--- config.mk ---
export PLATFORM = sky130hd
export DESIGN_NAME = uw_eeprom
export DESIGN_NICKNAME = d
export VERILOG_FILES = /design/src/rtl/uw_eeprom_pkg.sv /design/src/rtl/uw_sync.sv /design/src/rtl/uw_frame.sv /design/src/rtl/uw_store.sv /design/src/rtl/uw_busy.sv /design/src/rtl/uw_eeprom.sv
export SDC_FILE = /design/constraint.sdc
export NUM_CORES = 2
export LEC_CHECK = 0
export BUFFER_PORTS_ARGS = -buffer_cell sky130_fd_sc_hd__buf_2
export CORE_MARGIN = 5
export CORE_UTILIZATION = 40
export CTS_BUF_LIST = sky130_fd_sc_hd__clkbuf_4 sky130_fd_sc_hd__clkbuf_8 sky130_fd_sc_hd__clkbuf_16
export DETAILED_ROUTE_END_ITERATION = 6
export GPL_TIMING_DRIVEN = 0
export PLACE_DENSITY_LB_ADDON = 0.15
export RECOVER_POWER = 100
export SETUP_SLACK_MARGIN = 0.02
export SYNTH_ARGS = -nofsm -noshare
export SYNTH_HDL_FRONTEND = slang
export SYNTH_SLANG_ARGS = --single-unit
--- constraint.sdc ---
create_clock -name clk -period 2.7 [get_ports clk]
set_clock_uncertainty 0.05 [all_clocks]
set_input_delay 0.54 -clock clk [delete_from_list [all_inputs] [get_ports clk]]
set_output_delay 0.54 -clock clk [all_outputs]
set_load 0.03 [all_outputs]
--- src/rtl/uw_eeprom_pkg.sv ---
package uw_eeprom_pkg;
  localparam int UW_AW = 7;
  localparam int UW_DW = 8;
  localparam int UW_HDR_BITS = 2 + UW_AW;

  typedef enum logic [2:0] {
    OP_NONE,
    OP_WRITE,
    OP_ERASE,
    OP_ERASE_ALL,
    OP_FILL_ALL
  } op_e;

  typedef struct packed {
    op_e              kind;
    logic [UW_AW-1:0] addr;
    logic [UW_DW-1:0] data;
  } op_t;

  typedef enum logic [2:0] {
    FR_IDLE,
    FR_HDR,
    FR_READ,
    FR_WDATA,
    FR_DONE
  } frame_st_e;
endpackage

--- src/rtl/uw_sync.sv ---
module uw_sync #(
  parameter int WIDTH  = 3,
  parameter int STAGES = 2
) (
  input  logic             clk,
  input  logic             rst_n,
  input  logic [WIDTH-1:0] d,
  output logic [WIDTH-1:0] q
);
  logic [WIDTH-1:0] stg [STAGES];

  always_ff @(posedge clk or negedge rst_n) begin
    if (!rst_n) begin
      for (int i = 0; i < STAGES; i++) stg[i] <= '0;
    end else begin
      stg[0] <= d;
      for (int i = 1; i < STAGES; i++) stg[i] <= stg[i-1];
    end
  end

  assign q = stg[STAGES-1];
endmodule

--- src/rtl/uw_frame.sv ---
module uw_frame
  import uw_eeprom_pkg::*;
(
  input  logic             clk,
  input  logic             rst_n,
  input  logic             cs_q,
  input  logic             sk_rise,
  input  logic             di_q,
  input  logic             busy,
  input  logic [UW_DW-1:0] peek_byte,
  output logic [UW_AW-1:0] peek_addr,
  output op_t              pend,
  output logic             pend_vld,
  output logic             wel_set,
  output logic             wel_clr,
  output logic             start_p,
  output logic             rd_active,
  output logic             rd_bit
);
  localparam int CW = $clog2(UW_HDR_BITS + 1);

  frame_st_e        st;
  logic [CW-1:0]    cnt;
  logic [UW_HDR_BITS-2:0] sh;
  logic [UW_DW-1:0] rbuf;
  logic [UW_DW-1:0] dat;
  logic [1:0]       opc;
  logic [UW_AW-1:0] hdr_addr;

  assign opc       = sh[UW_HDR_BITS-2 -: 2];
  assign hdr_addr  = {sh[UW_AW-2:0], di_q};
  assign peek_addr = hdr_addr;

  always_ff @(posedge clk or negedge rst_n) begin
    if (!rst_n) begin
      st        <= FR_IDLE;
      cnt       <= '0;
      sh        <= '0;
      rbuf      <= '0;
      dat       <= '0;
      pend      <= '{kind: OP_NONE, addr: '0, data: '0};
      pend_vld  <= 1'b0;
      wel_set   <= 1'b0;
      wel_clr   <= 1'b0;
      start_p   <= 1'b0;
      rd_active <= 1'b0;
      rd_bit    <= 1'b0;
    end else begin
      wel_set <= 1'b0;
      wel_clr <= 1'b0;
      start_p <= 1'b0;
      if (!cs_q) begin
        st        <= FR_IDLE;
        pend_vld  <= 1'b0;
        rd_active <= 1'b0;
        rd_bit    <= 1'b0;
      end else if (sk_rise) begin
        unique case (st)
          FR_IDLE: begin
            if (di_q && !busy) begin
              st      <= FR_HDR;
              cnt     <= '0;
              start_p <= 1'b1;
            end
          end
          FR_HDR: begin
            sh  <= {sh[UW_HDR_BITS-3:0], di_q};
            cnt <= cnt + 1'b1;
            if (cnt == CW'(UW_HDR_BITS - 1)) begin
              pend.addr <= hdr_addr;
              unique case (opc)
                2'b10: begin
                  rbuf      <= peek_byte;
                  rd_active <= 1'b1;
                  rd_bit    <= 1'b0;
                  st        <= FR_READ;
                end
                2'b01: begin
                  pend.kind <= OP_WRITE;
                  cnt       <= '0;
                  st        <= FR_WDATA;
                end
                2'b11: begin
                  pend.kind <= OP_ERASE;
                  pend_vld  <= 1'b1;
                  st        <= FR_DONE;
                end
                default: begin
                  unique case (hdr_addr[UW_AW-1 -: 2])
                    2'b11: begin wel_set <= 1'b1; st <= FR_DONE; end
                    2'b00: begin wel_clr <= 1'b1; st <= FR_DONE; end
                    2'b10: begin
                      pend.kind <= OP_ERASE_ALL;
                      pend_vld  <= 1'b1;
                      st        <= FR_DONE;
                    end
                    default: begin
                      pend.kind <= OP_FILL_ALL;
                      cnt       <= '0;
                      st        <= FR_WDATA;
                    end
                  endcase
                end
              endcase
            end
          end
          FR_READ: begin
            rd_bit <= rbuf[UW_DW-1];
            rbuf   <= {rbuf[UW_DW-2:0], 1'b0};
          end
          FR_WDATA: begin
            dat <= {dat[UW_DW-2:0], di_q};
            cnt <= cnt + 1'b1;
            if (cnt == CW'(UW_DW - 1)) begin
              pend.data <= {dat[UW_DW-2:0], di_q};
              pend_vld  <= 1'b1;
              st        <= FR_DONE;
            end
          end
          default: ;
        endcase
      end
    end
  end
endmodule

--- src/rtl/uw_store.sv ---
module uw_store
  import uw_eeprom_pkg::*;
(
  input  logic             clk,
  input  logic             rst_n,
  input  logic             wel_set,
  input  logic             wel_clr,
  input  logic             fire,
  input  op_t              op,
  input  logic [UW_AW-1:0] peek_addr,
  output logic [UW_DW-1:0] peek_byte,
  output logic             wel
);
  localparam int DEPTH = 1 << UW_AW;

  logic [UW_DW-1:0] mem [DEPTH];

  assign peek_byte = mem[peek_addr];

  always_ff @(posedge clk or negedge rst_n) begin
    if (!rst_n) wel <= 1'b0;
    else if (wel_set) wel <= 1'b1;
    else if (wel_clr) wel <= 1'b0;
  end

  always_ff @(posedge clk or negedge rst_n) begin
    if (!rst_n) begin
      for (int i = 0; i < DEPTH; i++) mem[i] <= '1;
    end else if (fire) begin
      unique case (op.kind)
        OP_WRITE:     mem[op.addr] <= op.data;
        OP_ERASE:     mem[op.addr] <= '1;
        OP_ERASE_ALL: for (int i = 0; i < DEPTH; i++) mem[i] <= '1;
        OP_FILL_ALL:  for (int i = 0; i < DEPTH; i++) mem[i] <= op.data;
        default: ;
      endcase
    end
  end
endmodule

--- src/rtl/uw_busy.sv ---
module uw_busy #(
  parameter int CYCLES = 300
) (
  input  logic clk,
  input  logic rst_n,
  input  logic start,
  output logic busy
);
  localparam int BW = $clog2(CYCLES + 1);

  logic [BW-1:0] left;

  always_ff @(posedge clk or negedge rst_n) begin
    if (!rst_n) left <= '0;
    else if (start) left <= BW'(CYCLES);
    else if (left != '0) left <= left - 1'b1;
  end

  assign busy = (left != '0);
endmodule

--- src/rtl/uw_eeprom.sv ---
module uw_eeprom
  import uw_eeprom_pkg::*;
#(
  parameter int BUSY_CYCLES = 300,
  parameter int SYNC_STAGES = 2
) (
  input  logic clk,
  input  logic rst_n,
  input  logic cs_i,
  input  logic sk_i,
  input  logic di_i,
  output logic do_o
);
  logic [2:0]       pins_q;
  logic             cs_q, sk_q, di_q;
  logic             cs_prev, sk_prev;
  logic             sk_rise, cs_fall;
  logic [UW_AW-1:0] peek_addr;
  logic [UW_DW-1:0] peek_byte;
  op_t              pend;
  logic             pend_vld, wel_set, wel_clr, start_p;
  logic             rd_active, rd_bit;
  logic             wel, busy, fire, status_q, do_q;

  uw_sync #(.WIDTH(3), .STAGES(SYNC_STAGES)) sync_i (
    .clk(clk), .rst_n(rst_n), .d({cs_i, sk_i, di_i}), .q(pins_q)
  );
  assign {cs_q, sk_q, di_q} = pins_q;

  always_ff @(posedge clk or negedge rst_n) begin
    if (!rst_n) begin
      cs_prev <= 1'b0;
      sk_prev <= 1'b0;
    end else begin
      cs_prev <= cs_q;
      sk_prev <= sk_q;
    end
  end
  assign sk_rise = sk_q & ~sk_prev;
  assign cs_fall = ~cs_q & cs_prev;

  uw_frame frame_i (
    .clk(clk), .rst_n(rst_n), .cs_q(cs_q), .sk_rise(sk_rise), .di_q(di_q),
    .busy(busy), .peek_byte(peek_byte), .peek_addr(peek_addr), .pend(pend),
    .pend_vld(pend_vld), .wel_set(wel_set), .wel_clr(wel_clr),
    .start_p(start_p), .rd_active(rd_active), .rd_bit(rd_bit)
  );

  assign fire = cs_fall & pend_vld & wel & ~busy;

  uw_store store_i (
    .clk(clk), .rst_n(rst_n), .wel_set(wel_set), .wel_clr(wel_clr),
    .fire(fire), .op(pend), .peek_addr(peek_addr), .peek_byte(peek_byte),
    .wel(wel)
  );

  uw_busy #(.CYCLES(BUSY_CYCLES)) busy_i (
    .clk(clk), .rst_n(rst_n), .start(fire), .busy(busy)
  );

  always_ff @(posedge clk or negedge rst_n) begin
    if (!rst_n) begin
      status_q <= 1'b0;
      do_q     <= 1'b0;
    end else begin
      if (fire) status_q <= 1'b1;
      else if (start_p) status_q <= 1'b0;
      do_q <= cs_q & (status_q ? ~busy : (rd_active & rd_bit));
    end
  end
  assign do_o = do_q;
endmodule

==> results.sh <==
export IMPL_outcome="finished with violations"
export IMPL_violations="slew limit, setup timing"
export IMPL_cts_root_buf="clkbuf_16"
export IMPL_cts_tree="built"
export IMPL_grt_max_degree=153
export IMPL_setup_viol_count_final=794
export IMPL_grt_pass1_vias=52744
export IMPL_netlist_instances=5956
export IMPL_min_period_ps=3160
export IMPL_grt_setup_unrepaired="yes"
export IMPL_cap_violations=0
export IMPL_io_buffers=5
export IMPL_crit_start="frame_i.sh[3]"
export IMPL_ys_types=72
export IMPL_slew_headroom_pct=-6.29
export IMPL_drcViolationCount=0
export IMPL_cts_buffer_depth=3
export IMPL_hold_viol=0
export IMPL_min_period_over_period_pct=117
export IMPL_clkSinkCount=1098
export IMPL_required_ps=3350
export IMPL_synth_seq_cells=1098
export IMPL_ys_seq_area_share_pct=49.6
export IMPL_max_vdd_ir_drop_mv=0.683
export IMPL_crit_family="simple AND/OR/NAND/NOR gates"
export IMPL_cp_max_fo=10
export IMPL_rows=139
export IMPL_grt_pass1_wl_um=435000
export IMPL_worstPathArrival_ps=3810
export IMPL_layout_drive_gt1_share_pct=46.1
export IMPL_hpwl_um=217000
export IMPL_layout_common_cells="o21ai_0 (1,308), a21oi_1 (1,033), dfstp_2 (1,024)"
export IMPL_fin_util_pct=52.4
export IMPL_vias=58300
export IMPL_cp_num_buf_inv=3
export IMPL_drt_iter0_markers=8323
export IMPL_initial_core_util_pct=40.3
export IMPL_area_growth_pct=30.0
export IMPL_overflow=0
export IMPL_numCtsBuffers=134
export IMPL_dpl_cell_area_sq_mm=0.0606
export IMPL_avgSynthCellArea_sq_um=9.74
export IMPL_gp_congestion=1.05
export IMPL_final_common_cell="o21ai_0"
export IMPL_cpMaxStageDelayCell="nor2_2"
export IMPL_antenna_left=0
export IMPL_drv_slew=234
export IMPL_worst_setup_path_type="reg2reg"
export IMPL_htreeDepth=4
export IMPL_die_width_um=391
export IMPL_max_freq_mhz=317
export IMPL_die_h_um=391
export IMPL_dr_pass1_iters=6
export IMPL_die_area_sq_mm=0.153
export IMPL_synth_edf_count=0
export IMPL_vias_per_cell=6.88
export IMPL_ys_async_sr_fraction_pct=100
export IMPL_boundaryPins=6
export IMPL_hold_start="sync_i.stg[3]"
export IMPL_whs_ps=297
export IMPL_start_kind="register"
export IMPL_cp_end_kind="register"
export IMPL_grt_usage_pct=40.6
export IMPL_finalInstanceArea_sq_mm=0.0754
export IMPL_grt_antenna_before_repair=20
export IMPL_drt_total_wl_um=324000
export IMPL_synthesis_nets=5973
export IMPL_netlist_area_sq_mm=0.0580
export IMPL_power_density_mw_per_mm2=529
export IMPL_ys_flop_type="dfstp_2"
export IMPL_clk_latency_ps=810
export IMPL_coreArea_sq_mm=0.144
export IMPL_post_drt_wl_per_cell_um=38.2
export IMPL_crit_path_max_incr_delay_ps=610
export IMPL_hp_class="reg2reg"
export IMPL_yosysWarnings=0
export IMPL_clkTransAtPathRegs_ps=60
export IMPL_crit_path_cell_trace="buf_2 -> buf_4 -> buf_4 -> nor2_2 -> a22oi_1 -> nand3_2 -> nand3_2 -> nand2_2 -> nand4_1 -> o21ai_1"
export IMPL_fin_ws_ps=-458
export IMPL_p_leak_uw=0.0248
export IMPL_nets=6469
export IMPL_tightest_slew_ps=1590
export IMPL_r2r_start="frame_i.sh[3]"
synth_stat cells, types with 24 or more instances:
master       n  share of area (%)
nor2_2      32               0.35
nor2_1     140               0.91
buf_2      106               0.91
o22ai_1     49               0.53
nor2b_1     24               0.26
a22oi_1     32               0.41
nand3_1     28               0.24
clkbuf_1   416                2.7
mux2i_1    132                2.3
mux2_2      31               0.60
o21ai_1    109               0.94
nand2_1    147               0.95
dfstp_2   1024                 46
dfrtp_1     74                3.2
buf_4       40               0.52
a21oi_1   1037                8.9
o21ai_0   1973                 17
o21ai_2     66                1.0
mux4_2     203                7.9
through the flow:
| stage | setup TNS [ps] | instances | setup slack [ps] | power, uW |
|---|---|---|---|---|
| global route | -191750 | 8466 | -345 | 40400 |
| global placement | - | 7864 | -23750 | 19400 |
| CTS | -118330 | 8234 | -389 | 39600 |
| detailed placement | -848240 | 7872 | -2040 | 19400 |
| finish | -56550 | 8479 | -458 | 39900 |
| floorplan | 0 | 5956 | 348 | 17800 |
routing by layer:
layer  part of all wire [%]  up-vias  track usage [%]
li1                       -    23210                -
met1                     38    29627             53.3
met2                     39     4393             54.1
met3                     15     1060             18.5
met4                    7.8       10             25.1
met5                  0.019        -                0
path summary, 6_finish.rpt:
check | end | slack [ps] | depth (start not counted)
worst max-delay path | frame_i.rbuf[2] | -460 | 10
worst min-delay path | sync_i.q[0] | 300 | 0
worst max register to register | frame_i.rbuf[2] | -460 | 10
worst min register to register | sync_i.q[0] | 300 | 0
max in group asynchronous | asynchronous set/reset pin | -80 | 4
min in group asynchronous | asynchronous set/reset pin | 600 | 2
area by class of cell:
| class | count | area (sq um) |
|---|---|---|
| Sequential cell | 1098 | 28800 |
| Fill cell | 12839 | 68400 |
| Timing Repair Buffer | 377 | 3990 |
| Multi-Input combinational cell | 4222 | 30400 |
| Buffer | 602 | 5090 |
| Tap cell | 1903 | 2380 |
| Antenna cell | 14 | 35.0 |
| Inverter | 17 | 67.6 |
| Clock buffer | 209 | 4280 |
| Clock inverter | 37 | 427 |
repair_timing:
| action | 4_1_cts | 5_1_grt |
|---|---|---|
| cloned | 6 | 66 |
| pin swaps | 48 | 133 |
| hold buffers | 4 | 0 |
| endpoints found under the setup margin | 1046 | 1025 |
| setup buffers | 112 | 177 |
| resized for setup | 906 | 2016 |
| endpoints found under the hold margin | 5 | 0 |
power by group:
part	switching (uW)	internal, uW
registers	14.4	16600
clock network	7960	11600
logic	2460	1260
total	10400	29400
cells by family (layout without fill, tap and decap cells):
| family | after synthesis | after routing | share of synthesized area [%] |
|---|---|---|---|
| fa+ha+maj | 12 | 12 | 0.259 |
| mux | 369 | 369 | 10.9 |
| flops | 1098 | 1098 | 49.6 |
| xor+xnor | 3 | 3 | 0.0453 |
| other cells | 0 | 14 | 0 |
| simple gates | 463 | 463 | 3.76 |
| buf+inv | 636 | 1242 | 5.08 |
| compound gates | 3375 | 3375 | 30.4 |
Note: power is estimated with default switching activity, not from simulation.
